--- config.mk ---
export PLATFORM = sky130hd
export DESIGN_NAME = adc_ctrl_reg
export DESIGN_NICKNAME = d
export VERILOG_FILES = /design/src/rtl/adc_ctrl_pkg.sv /design/src/rtl/adc_ctrl_stage.sv /design/src/rtl/adc_ctrl_commit.sv /design/src/rtl/adc_res_fmt.sv /design/src/rtl/adc_ctrl_reg.sv
export SDC_FILE = /design/constraint.sdc
export NUM_CORES = 1
export LEC_CHECK = 0
export ABC_AREA = 1
export BUFFER_PORTS_ARGS = -buffer_cell sky130_fd_sc_hd__buf_4
export CORE_MARGIN = 3
export CORE_UTILIZATION = 47
export CTS_CLUSTER_SIZE = 8
export DETAILED_ROUTE_END_ITERATION = 8
export MAX_ROUTING_LAYER = met4
export PLACE_DENSITY = 0.82
export SLEW_MARGIN = 25
export SYNTH_ARGS = -nofsm -noshare
export SYNTH_HDL_FRONTEND = slang
export SYNTH_SLANG_ARGS = --single-unit
--- constraint.sdc ---
create_clock -name clk -period 1.7 [get_ports clk]
set_clock_uncertainty 0.15 [all_clocks]
set_input_delay 0.085 -clock clk [delete_from_list [all_inputs] [get_ports clk]]
set_output_delay 0.085 -clock clk [all_outputs]
set_load 0.005 [all_outputs]
--- src/rtl/adc_ctrl_pkg.sv ---
package adc_ctrl_pkg;
    localparam int CTRL_W   = 8;
    localparam int REF_W    = 2;
    localparam int CHAN_W   = 4;
    localparam int REF_LSB  = 6;
    localparam int ALIGN_B  = 5;
    localparam int SPARE_B  = 4;
    localparam int CHAN_LSB = 0;
    localparam logic [CTRL_W-1:0] WR_MASK = ~(CTRL_W'(1) << SPARE_B);

    typedef enum logic [0:0] {
        ST_IDLE = 1'b0,
        ST_CONV = 1'b1
    } conv_state_t;
endpackage

--- src/rtl/adc_ctrl_stage.sv ---
module adc_ctrl_stage
    import adc_ctrl_pkg::*;
(
    input  logic              clk,
    input  logic              rst_n,
    input  logic              wr_hit,
    input  logic [CTRL_W-1:0] wr_data,
    output logic [CTRL_W-1:0] stage_q,
    output logic [CTRL_W-1:0] stage_nxt
);
    always_comb begin
        stage_nxt = wr_hit ? (wr_data & WR_MASK) : stage_q;
    end

    always_ff @(posedge clk or negedge rst_n) begin
        if (!rst_n) stage_q <= '0;
        else        stage_q <= stage_nxt;
    end

    // the spare position never holds a one
    p_spare_zero_r2: assert property (@(posedge clk) disable iff (!rst_n)
        stage_q[SPARE_B] == 1'b0);

    // a write lands in the staging copy on the next edge
    p_write_lands_r6: assert property (@(posedge clk) disable iff (!rst_n)
        wr_hit |=> stage_q[ALIGN_B] == $past(wr_data[ALIGN_B]));
endmodule

--- src/rtl/adc_ctrl_commit.sv ---
module adc_ctrl_commit
    import adc_ctrl_pkg::*;
(
    input  logic              clk,
    input  logic              rst_n,
    input  logic              conv_busy,
    input  logic              conv_done,
    input  logic [CTRL_W-1:0] stage_nxt,
    output logic [REF_W-1:0]  ref_sel,
    output logic [CHAN_W-1:0] chan_sel
);
    conv_state_t state_q, state_d;
    logic        commit;

    always_comb begin
        state_d = state_q;
        unique case (state_q)
            ST_IDLE: if (conv_busy) state_d = ST_CONV;   // T_START
            ST_CONV: if (conv_done) state_d = ST_IDLE;   // T_FINISH
            default: state_d = ST_IDLE;
        endcase
    end

    always_ff @(posedge clk or negedge rst_n) begin
        if (!rst_n) state_q <= ST_IDLE;
        else        state_q <= state_d;
    end

    always_comb begin
        commit = conv_done || (state_q == ST_IDLE && !conv_busy);
    end

    always_ff @(posedge clk or negedge rst_n) begin
        if (!rst_n) begin
            ref_sel  <= '0;
            chan_sel <= '0;
        end else if (commit) begin
            ref_sel  <= stage_nxt[REF_LSB +: REF_W];
            chan_sel <= stage_nxt[CHAN_LSB +: CHAN_W];
        end
    end

    // active fields frozen while a conversion runs
    p_hold_r4: assert property (@(posedge clk) disable iff (!rst_n)
        (state_q == ST_CONV && !conv_done) |=> ($stable(ref_sel) && $stable(chan_sel)));

    // idle, not starting -> staged fields appear next edge
    p_idle_commit_r3: assert property (@(posedge clk) disable iff (!rst_n)
        (state_q == ST_IDLE && !conv_busy) |=>
            (ref_sel == $past(stage_nxt[REF_LSB +: REF_W]) &&
             chan_sel == $past(stage_nxt[CHAN_LSB +: CHAN_W])));

    // completion commits the latest staged fields
    p_done_commit_r5: assert property (@(posedge clk) disable iff (!rst_n)
        conv_done |=> (ref_sel == $past(stage_nxt[REF_LSB +: REF_W]) &&
                       chan_sel == $past(stage_nxt[CHAN_LSB +: CHAN_W])));

    // start leaves idle
    p_start_r4: assert property (@(posedge clk) disable iff (!rst_n)
        (state_q == ST_IDLE && conv_busy) |=> state_q == ST_CONV);
endmodule

--- src/rtl/adc_res_fmt.sv ---
module adc_res_fmt #(
    parameter int RES_W  = 10,
    parameter int BYTE_W = 8
) (
    input  logic [RES_W-1:0]  result,
    input  logic              left_adj,
    output logic [BYTE_W-1:0] lo_byte,
    output logic [BYTE_W-1:0] hi_byte
);
    localparam int PAIR_W = 2 * BYTE_W;
    localparam int PAD_W  = PAIR_W - RES_W;

    logic [PAIR_W-1:0] packed_res;

    always_comb begin
        if (left_adj) packed_res = {result, {PAD_W{1'b0}}};
        else          packed_res = {{PAD_W{1'b0}}, result};
        lo_byte = packed_res[BYTE_W-1:0];
        hi_byte = packed_res[PAIR_W-1:BYTE_W];
    end

    // right-adjusted high byte is zero-padded at the top
    always_comb begin
        if (!left_adj) p_right_pad_r7: assert (hi_byte[BYTE_W-1:RES_W-BYTE_W] == '0);
    end

    // left-adjusted low byte is zero-padded at the bottom
    always_comb begin
        if (left_adj) p_left_pad_r8: assert (lo_byte[PAD_W-1:0] == '0);
    end
endmodule

--- src/rtl/adc_ctrl_reg.sv ---
module adc_ctrl_reg
    import adc_ctrl_pkg::*;
#(
    parameter int RES_W  = 10,
    parameter int ADDR_W = 2
) (
    input  logic              clk,
    input  logic              rst_n,
    input  logic              wr_en,
    input  logic [ADDR_W-1:0] wr_addr,
    input  logic [CTRL_W-1:0] wr_data,
    input  logic [ADDR_W-1:0] rd_addr,
    output logic [CTRL_W-1:0] rd_data,
    input  logic              conv_busy,
    input  logic              conv_done,
    input  logic [RES_W-1:0]  conv_result,
    output logic [REF_W-1:0]  ref_sel,
    output logic [CHAN_W-1:0] chan_sel
);
    localparam logic [ADDR_W-1:0] A_CTRL = ADDR_W'(0);
    localparam logic [ADDR_W-1:0] A_LO   = ADDR_W'(1);
    localparam logic [ADDR_W-1:0] A_HI   = ADDR_W'(2);

    logic              wr_hit;
    logic [CTRL_W-1:0] stage_q;
    logic [CTRL_W-1:0] stage_nxt;
    logic [CTRL_W-1:0] lo_byte;
    logic [CTRL_W-1:0] hi_byte;

    assign wr_hit = wr_en && (wr_addr == A_CTRL);

    adc_ctrl_stage u_stage (
        .clk      (clk),
        .rst_n    (rst_n),
        .wr_hit   (wr_hit),
        .wr_data  (wr_data),
        .stage_q  (stage_q),
        .stage_nxt(stage_nxt)
    );

    adc_ctrl_commit u_commit (
        .clk      (clk),
        .rst_n    (rst_n),
        .conv_busy(conv_busy),
        .conv_done(conv_done),
        .stage_nxt(stage_nxt),
        .ref_sel  (ref_sel),
        .chan_sel (chan_sel)
    );

    adc_res_fmt #(.RES_W(RES_W), .BYTE_W(CTRL_W)) u_fmt (
        .result  (conv_result),
        .left_adj(stage_q[ALIGN_B]),
        .lo_byte (lo_byte),
        .hi_byte (hi_byte)
    );

    always_comb begin
        if (rd_addr == A_CTRL)    rd_data = stage_q;
        else if (rd_addr == A_LO) rd_data = lo_byte;
        else if (rd_addr == A_HI) rd_data = hi_byte;
        else                      rd_data = '0;
    end

    // the unused address reads zero
    p_spare_addr_r9: assert property (@(posedge clk) disable iff (!rst_n)
        (rd_addr == ADDR_W'(3)) |-> rd_data == '0);
endmodule

==> results of run 1 <==
[registers in the layout, indices dropped and copies added (netlist names)]
| signal | flops |
|---|---|
| u_stage.stage_q | 7 |
| u_commit.chan_sel | 4 |
| u_commit.ref_sel | 2 |
| u_commit.state_q | 1 |
[report_power, final]
group | leakage, nW | switching [mW] | internal [mW]
Combinational | 0.521 | 0.149 | 0.167
Clock | 0.0210 | 0.105 | 0.130
Sequential | 0.154 | 0.0382 | 0.390
[per-layer routing]
| metal | share of wire (%) | GRT usage [%] |
|---|---|---|
| met1 | 42 | 22.2 |
| met2 | 47 | 36.7 |
| met3 | 9.9 | 2.26 |
| met4 | 1.2 | 6.99 |
| met5 | 0 | - |
[area by class of cell]
type | count | area (um2)
timing repair buffer | 44 | 343
multi-input combinational | 90 | 413
tap | 16 | 20.0
clock buffer | 4 | 36.3
sequential | 14 | 352
fill | 113 | 349
inverter | 17 | 63.8
[worst paths after layout]
check	to	startpoint
min in group asynchronous	u_commit.state_q	rst_n
max in group asynchronous	u_stage.stage_q[5]	rst_n
worst min register to register	u_commit.chan_sel[2]	u_commit.chan_sel[2]
worst min-delay path	u_stage.stage_q[3]	wr_data[3]
worst max-delay path	rd_data[5]	u_stage.stage_q[5]
worst max register to register	u_commit.state_q	u_commit.state_q
[through the flow]
stage / util, % / cell area, um2
floorplan: - / 821
global placement: 71.9 / 1130
detailed placement: 71.9 / 1130
CTS: 77.4 / 1220
global route: 77.9 / 1230
finish: 77.9 / 1230
[cell usage in the layout, fill, tap and decap left out, types with 3 or more instances in the layout]
cell type	instances
and2_1	6
buf_4	39
clkbuf_4	3
nand3_1	18
inv_1	16
dfrtp_1	13
nand2_1	53
nor2_1	4
dlygate4sd3_1	5
[what timing repair did]
action	CTS	global route
resized for setup	0	2
setup endpoints to repair	0	4
hold buffers	5	0
hold endpoints to repair	17	0
[worst max-delay path, delay by kind of cell (launching register included)]
| kind | cells | cell delay, ns |
|---|---|---|
| compound gates | 1 | 0.08 |
| buf+inv | 1 | 0.14 |
| simple gates | 2 | 0.37 |
| flops | 1 | 0.47 |
[kinds of logic (layout without fill, tap and decap cells)]
family,count (synthesis),in the layout
AOI/OAI and AO/OA,5,5
buffers and inverters,17,65
DFF,14,14
and+or+nand+nor,85,85
==> metrics.md, run 1 <==
| Metric | Value |
|---|---|
| Run status | finished, final reports clean |
| Detailed-placement wirelength estimate | 1620 um |
| Part of the Yosys area used for sequential elements | 42.7% |
| Worst-case setup slack after placement | 0.350 ns |
| FF-to-FF path depth | 3 |
| Yosys synthesis warning count | 0 |
| Sink count of the clock tree | 14 |
| Min Hold Slack | 0.00361 ns |
| Compound-gate portion of the synthesized area | 3.81% |
| Cell with the most instances after synthesis | nand2_1 |
| Required @ worst endpoint | 1.46 ns |
| Final setup slack of the worst path | 0.135 ns |
| Total via count after detailed routing | 927 |
| Post-synthesis sequential element count | 14 |
| Placed insts | 176 |
| Highest-delay cell along the critical path | dfrtp_2 |
| Quantity of I/O buffers inserted on ports | 39 |
| Least-Margin Pin Slew | 0.368 ns |
| Overall track demand over capacity in global routing | 20.1% |
| Register clock-pin slew on the reported worst setup and hold paths | 0.09 ns |
| Count of nets left with antenna violations after detail routing | 0 |
| Worst-case vdd ir drop | 706 uV |
| Xor-xnor portion of the synthesized cell area | 0% |
| Number of cells on the worst hold path | 4 |
| Synth-to-layout area growth | 49.5% |
| Post-CTS Setup Repair Bufs | 0 |
| Overall power | 0.979 mW |
| Biggest area consumer among synthesized cells | dfrtp_1 |
| Via count of the first global-routing pass | 802 |
| Total power density per cell area | 797 nW/um2 |
| Max stage delay on crit path | 0.47 ns |
| Final Instance Count excl. Fillers | 185 |
| Post-synthesis net count | 148 |
| Clk Tree Root Cell | clkbuf_4 |
| Shortest period the worst path allows | 1.57 ns |
| Longest Clk Path Bufs | 2 |
| Count of flip-flops with a built-in enable after synthesis | 0 |
| Post-detailed-route via-to-cell ratio | 5.01 |
| LEAKAGE | 0.696 nW |
| Total Negative Setup Slacks | 0 ns |
| Proportion of synthesized area in mux cells | 0% |
| Top cell types by occurrence after synthesis | 53 x nand2_1, 18 x nand3_1, 16 x inv_1 |
| Critical path class | register to output port |
| Worst path cell trace | nor3_4, nand2_1, o21ai_0, buf_4 |
| Height of the die | 47.8 um |
| Final critical-path share of the clock period | 92.1% |
| Cell count after synthesis | 121 |
| Maximum fanout count along the critical path | 6 |
| Number of detailed-route iterations in the first pass | 4 |
| Width of the chip | 47.8 um |
| Drt drc | 0 |
| Antenna violations before repair | 0 |
| Share of synthesized flip-flops with an asynchronous set or reset | 100% |
| Hold Path Class | input pin to register |
| Die Outline Area | 2280 um2 |
| Sort of element at the start of the critical path | register |
| Max transition margin | 75.4% |
| Pin count of the biggest net entering global routing | 15 |
| Clock H-tree levels | 1 |
| Signal arrival time at the worst endpoint | 1.33 ns |
| Setup slack of the worst register-to-register path | 0.31 ns |
| Unrepaired setup endpoints after global routing | false |
| Synthesized area per cell | 6.78 um2 |
| Arithmetic-cell share of the synthesized area counting full adders, half adders and majority gates | 0% |
| Cell types occupying the most area after synthesis | dfrtp_1 43%, nand2_1 24%, nand3_1 11% |
| Number of slew-limit violations in the final report | 0 |
| Post-synthesis cell area | 821 um2 |
| Max Clk Rate | 639 MHz |
| Wire length of the first global-routing pass | 3180 um |
| CTS tree | done |
| Max Cap Viol | 0 |
| Std cell rows | 14 |
| Crit. End Element | output port |
| Combinational family with the most area after synthesis | simple AND/OR/NAND/NOR gates |
| Number of hold violations in the final report | 0 |
| Netlist cell types | 14 |
| N_diodes | 0 |
| # IOs | 41 |
| Source-to-sink clock delay at the later pin of the worst-skew pair | 0.27 ns |
| Starting Density | 52.1% |
| Clock buffer count from CTS | 3 |
| Core Area | 1580 um2 |
| Post-detailed-routing wire length | 2090 um |
| Area fraction of the dominant cell type after synthesis | 42.7% |
| Simple-gate area share of the yosys netlist | 45.7% |
| Fraction of final layout cells sized beyond drive strength 1 | 29.6% |
| DRC violation total after the first TritonRoute iteration | 18 |
| Number of nets in the final layout | 197 |
| Grt ovf | 0 |
| Finish-stage setup viols | 0 |
| Average wire per cell in the routed design | 11.3 um |
| GPL Wtd Cong | 0.722 |
| Primary FF master, synth | dfrtp_1 |
Note: power is estimated with default switching activity, not from simulation.
==> run 2: changes to the inputs <==
--- a/config.mk
+++ b/config.mk
@@ -6,7 +6,7 @@
 export NUM_CORES = 1
 export LEC_CHECK = 0
 export ABC_AREA = 1
-export BUFFER_PORTS_ARGS = -buffer_cell sky130_fd_sc_hd__buf_4
+export BUFFER_PORTS_ARGS = -buffer_cell sky130_fd_sc_hd__buf_2
 export CORE_MARGIN = 3
 export CORE_UTILIZATION = 47
 export CTS_CLUSTER_SIZE = 8
@@ -17,3 +17,4 @@
 export SYNTH_ARGS = -nofsm -noshare
 export SYNTH_HDL_FRONTEND = slang
 export SYNTH_SLANG_ARGS = --single-unit
+export TNS_END_PERCENT = 5
==> run 2 against run 1 <==
Final area shrank 7.1%. First-iteration DRC count up 28%. Largest cell class unchanged. Largest power group unchanged. Global-route usage decreased by 0.87 points. Highest routed layer unchanged. Setup slack improved by 0.026 ns.
==> metrics.md, run 2 (synthesis results as in run 1) <==
| Metric | Value |
|---|---|
| Wire length on met2 | 948 um |
| Top flop regs | u_stage.stage_q x7, u_commit.chan_sel x4, u_commit.ref_sel x2 |
| Overall track demand over capacity in global routing | 19.2% |
| Leading cell type in the layout, fill and taps excluded | nand2_1 |
| Drt drc | 0 |
| # IOs | 41 |
| Worst-case vdd ir drop | 655 uV |
| Pin count of the biggest net entering global routing | 15 |
| CTS tree | done |
| Highest metal layer used by the detailed router | met4 |
| Net Switching | 0.286 mW |
| Starting Density | 52.1% |
| GPL Wtd Cong | 0.738 |
| Post-detailed-routing wire length | 1980 um |
| Shortest period the worst path allows | 1.54 ns |
| Placed insts | 176 |
| Synth-to-layout area growth | 38.9% |
| Maximum fanout count along the critical path | 6 |
| Grt ovf | 0 |
| Required @ worst endpoint | 1.46 ns |
| Post-CTS Setup Repair Bufs | 0 |
| Crit. End Element | output port |
| Met3 routed WL | 139 um |
| Worst-case setup slack after placement | 0.368 ns |
| Unrepaired setup endpoints after global routing | false |
| Share of total power in combinational logic | 29.2% |
| FF-to-FF path depth | 3 |
| Detailed-placement wirelength estimate | 1470 um |
| Worst path cell trace | nor3_4, nand2_1, nand3_1, buf_2 |
| Fraction of final layout cells sized beyond drive strength 1 | 29.4% |
| N_diodes | 0 |
| Internal power contribution | 0.647 mW |
| Final setup slack of the worst path | 0.161 ns |
| Run status | finished, final reports clean |
| Width of the chip | 47.8 um |
| Antenna violations before repair | 0 |
| Std cell rows | 14 |
| Total via count after detailed routing | 882 |
| Number of cells on the worst hold path | 4 |
| Total Negative Setup Slacks | 0 ns |
| Quantity of I/O buffers inserted on ports | 39 |
| Hold Path Class | input pin to register |
| Sink count of the clock tree | 14 |
| Sw Ratio | 30.6% |
| Final critical-path share of the clock period | 90.6% |
| Least-Margin Pin Slew | 0.374 ns |
| Post-detailed-route via-to-cell ratio | 4.74 |
| Clk Tree Root Cell | clkbuf_4 |
| Count of nets left with antenna violations after detail routing | 0 |
| Register clock-pin slew on the reported worst setup and hold paths | 0.08 ns |
| Final Instance Count excl. Fillers | 186 |
| Wire length on met1 | 887 um |
| Die Outline Area | 2280 um2 |
| Signal arrival time at the worst endpoint | 1.30 ns |
| Finish-stage setup viols | 0 |
| Clock buffer count from CTS | 3 |
| Core Area | 1580 um2 |
| Clock H-tree levels | 1 |
| Sort of element at the start of the critical path | register |
| Number of flip-flops in the largest register | 7 |
| Average wire per cell in the routed design | 10.7 um |
| Cell Area, Placed | 1040 um2 |
| Max Cap Viol | 0 |
| Largest Register | u_stage.stage_q |
| Via count of the first global-routing pass | 792 |
| Height of the die | 47.8 um |
| Max stage delay on crit path | 0.47 ns |
| Clock power share | 25.3% |
| Highest-delay cell along the critical path | dfrtp_2 |
| Source-to-sink clock delay at the later pin of the worst-skew pair | 0.28 ns |
| LEAKAGE | 0.669 nW |
| Wire length of the first global-routing pass | 3020 um |
| Fin area | 1140 um2 |
| DRC violation total after the first TritonRoute iteration | 23 |
| Number of detailed-route iterations in the first pass | 4 |
| Number of slew-limit violations in the final report | 0 |
| Flop pwr share | 45.5% |
| Max Clk Rate | 650 MHz |
| Critical path class | register to output port |
| Number of nets in the final layout | 198 |
| Max transition margin | 75.0% |
| Number of hold violations in the final report | 0 |
| Longest Clk Path Bufs | 2 |
| Total power density per cell area | 818 nW/um2 |
| Commonest cells after routing, fill and taps aside | 53 x nand2_1, 39 x buf_2, 18 x nand3_1 |
-- run 2: cell types whose count changed in the layout (fill, tap and decap cells not counted), sizes merged --
cell / delta
dlygate4sd3: +1
-- run 2: cell type report --
class	instances	area, um2
fill	127	437
multi-input combinational	90	413
sequential	14	352
timing repair buffer	45	255
inverter	17	63.8
clock buffer	4	36.3
tap	16	20.0
-- run 2: path summary, 6_finish.rpt --
check | start | to | slack [ns]
min | wr_data[7] | u_stage.stage_q[7] | 0.005
min in group asynchronous | rst_n | u_commit.chan_sel[1] | 0.07
max in group asynchronous | rst_n | u_stage.stage_q[5] | 1.08
min reg2reg | u_commit.chan_sel[3] | u_commit.chan_sel[3] | 0.33
max | u_stage.stage_q[5] | rd_data[1] | 0.16
max reg2reg | u_commit.state_q | u_commit.state_q | 0.30
-- run 2: worst max-delay path: cells and delay by family, from the launching register on --
kind | cells | cell delay, ns
flops | 1 | 0.47
buf+inv | 1 | 0.11
simple gates | 3 | 0.45
-- run 2: power groups by stage --
stage               registers, mW  logic [mW]  clock network (mW)
floorplan                   0.428       0.136                   0
global placement            0.427       0.247                   0
detailed placement          0.429       0.251                   0
CTS                         0.422       0.270               0.242
global route                0.432       0.313               0.249
finish                      0.424       0.272               0.236
-- run 2: what timing repair did --
| item | 4_1_cts | 5_1_grt |
|---|---|---|
| setup endpoints to repair | 0 | 2 |
| gates resized for setup | 0 | 2 |
| hold buffers | 6 | 0 |
| hold endpoints to repair | 18 | 0 |
-- run 2: metal layers --
layer	up-vias	GRT usage [%]
met5	-	-
met4	0	6.45
met3	2	2.26
met2	40	33.5
met1	370	22.7
li1	470	-
-- run 2: stage by stage --
stage	util (%)	hold slack [ns]	total power, mW
floorplan	-	-0.361	0.564
global placement	65.7	-0.160	0.674
detailed placement	65.7	-0.157	0.681
CTS	71.8	0.000969	0.934
global route	72.3	0.0331	0.995
finish	72.3	0.00539	0.933
==> run 3: changes to the inputs <==
--- a/config.mk
+++ b/config.mk
@@ -7,7 +7,6 @@
 export LEC_CHECK = 0
 export ABC_AREA = 1
 export BUFFER_PORTS_ARGS = -buffer_cell sky130_fd_sc_hd__buf_2
-export CORE_MARGIN = 3
 export CORE_UTILIZATION = 47
 export CTS_CLUSTER_SIZE = 8
 export DETAILED_ROUTE_END_ITERATION = 8
==> run 3 against run 2 <==
Critical path depth stayed put. Non-clock buffer count is 1 higher. Critical path type unchanged. Combinational power hardly changed. The flow now finishes with violations (DRC). Clock-buffer cell count is 1 lower. Highest routed layer unchanged. Critical endpoint unchanged. Global-route usage is 2.7 points higher. Final cell count stayed put.
==> metrics.md, run 3 (synthesis results as in run 1) <==
| Metric | Value |
|---|---|
| Required @ worst endpoint | 1.46 ns |
| FF-to-FF path depth | 3 |
| Run status | finished with violations |
| Antenna violations before repair | 0 |
| Overall track demand over capacity in global routing | 21.9% |
| Core Area | 1580 um2 |
| Top flop regs | u_stage.stage_q x7, u_commit.chan_sel x4, u_commit.ref_sel x2 |
| Worst-case vdd ir drop | 510 uV |
| Clock buffer count from CTS | 3 |
| Max Cap Viol | 0 |
| Count of instances resized after the clock tree is built | 0 |
| Number of flip-flops in the largest register | 7 |
| Quantity of I/O buffers inserted on ports | 39 |
| Height of the die | 43.8 um |
| Violations in the final reports | DRC |
| Unrepaired setup endpoints after global routing | false |
| Launching point of the worst reg2reg path | u_commit.state_q |
| Number of cells on the worst hold path | 4 |
| DRC violation total after the first TritonRoute iteration | 25 |
| Maximum fanout count along the critical path | 6 |
| Commonest cells after routing, fill and taps aside | 53 x nand2_1, 39 x buf_2, 18 x nand3_1 |
| Register clock-pin slew on the reported worst setup and hold paths | 0.07 ns |
| Number of detailed-route iterations in the first pass | 6 |
| Leading cell type in the layout, fill and taps excluded | nand2_1 |
| Width of the chip | 43.8 um |
| Starting Density | 52.1% |
| Die Outline Area | 1920 um2 |
| Average wire per cell in the routed design | 10.1 um |
| Source-to-sink clock delay at the later pin of the worst-skew pair | 0.27 ns |
| Last element of the critical path | rd_data[1] |
| Number of hold violations in the final report | 0 |
| LEAKAGE | 0.664 nW |
| Longest Clk Path Bufs | 2 |
| Clock H-tree levels | 1 |
| Wire length of the first global-routing pass | 3150 um |
| Total via count after detailed routing | 898 |
| Total power density per cell area | 770 nW/um2 |
| Highest-delay cell along the critical path | dfrtp_1 |
| Worst path cell trace | nor3_2, nand2_1, nand3_1, buf_2 |
| Via count of the first global-routing pass | 802 |
| CTS tree | done |
| Clk Tree Root Cell | clkbuf_4 |
| FF-to-FF End | u_commit.state_q |
| Total Negative Setup Slacks | 0 ns |
| Crit. End Element | output port |
| Post-detailed-route via-to-cell ratio | 4.83 |
| Max transition margin | 76.3% |
| Pin count of the biggest net entering global routing | 15 |
| Std cell rows | 14 |
| Finish-stage setup viols | 0 |
| Critical path class | register to output port |
| Final core area utilization | 71.6% |
| Grt ovf | 0 |
| Number of slew-limit violations in the final report | 0 |
| Shortest period the worst path allows | 1.62 ns |
| Synth-to-layout area growth | 37.5% |
| Fraction of final layout cells sized beyond drive strength 1 | 28.2% |
| Hold Path Class | input pin to register |
| Setup slack of the worst register-to-register path | 0.33 ns |
| Max stage delay on crit path | 0.46 ns |
| Sink count of the clock tree | 14 |
| Number of nets in the final layout | 199 |
| Crit path from | u_stage.stage_q[5] |
| Post-detailed-routing wire length | 1880 um |
| # IOs | 41 |
| Least-Margin Pin Slew | 0.354 ns |
| Detailed-placement wirelength estimate | 1400 um |
| Max Clk Rate | 618 MHz |
| Drt drc | 5 |
| Largest Register | u_stage.stage_q |
| GPL Wtd Cong | 0.812 |
| N_diodes | 0 |
| Sort of element at the start of the critical path | register |
| Final critical-path share of the clock period | 95.2% |
| Count of nets left with antenna violations after detail routing | 0 |
| Signal arrival time at the worst endpoint | 1.38 ns |
## run 3: cell count changes in the layout (fill, tap and decap cells not counted)
cell / change
dlygate4sd3_1: +1
nor3_2: +1
dfrtp_1: +1
nor3_4: -1
dfrtp_2: -1
clkbuf_8: -1
## run 3: critical path: cells and delay by family (launching register included)
family                 cells  cell delay [ns]
flip-flops                 1             0.46
AND/OR/NAND/NOR            3             0.54
buffers and inverters      1             0.11
## run 3: stage by stage
stage	power, mW	worst slack (ns)	area [um2]	hold slack [ns]	instances
after floorplan	0.564	0.600	821	-0.361	121
after global placement	0.672	0.409	1040	-0.163	176
after detailed placement	0.682	0.384	1040	-0.157	176
after CTS	0.878	0.0744	1130	0.000458	186
after global routing	0.930	0.00698	1130	0.0237	186
final	0.869	0.0816	1130	0.00902	186
## run 3: area by class of cell
cell class                      instances  area, um2
Fill cell                             132        448
Sequential cell                        14        350
Inverter                               17       63.8
Multi-Input combinational cell         90        407
Timing Repair Buffer                   46        265
Tap cell                               16       20.0
Clock buffer                            3       22.5
## run 3: how the worst min path moves through the flow
stage | from | endpoint
2_1_floorplan | rst_n | u_commit.chan_sel[0]
4_1_cts | wr_data[6] | u_stage.stage_q[6]
3_3_place_gp | rst_n | u_commit.ref_sel[1]
6_report | wr_data[2] | u_stage.stage_q[2]
3_5_place_dp | rst_n | u_commit.ref_sel[0]
5_1_grt | wr_data[0] | u_stage.stage_q[0]
## run 3: power by group
group | total [mW] | leakage (nW) | switching (mW) | internal (mW)
sequential | 0.424 | 0.155 | 0.0348 | 0.389
combinational | 0.270 | 0.495 | 0.142 | 0.128
clock | 0.176 | 0.0138 | 0.0937 | 0.0820
total | 0.869 | 0.664 | 0.270 | 0.599
## run 3: per-layer routing
metal | share of wire (%) | global-route usage (%)
met3 | 7.5 | 1.67
met1 | 44 | 27.0
met2 | 47 | 39.1
met5 | 0 | -
met4 | 1.0 | 4.38
## run 3: repair_timing
action | 4_1_cts | 5_1_grt
hold endpoints to repair | 19 | 0
hold buffers | 7 | 0
buffers inserted | 0 | 0
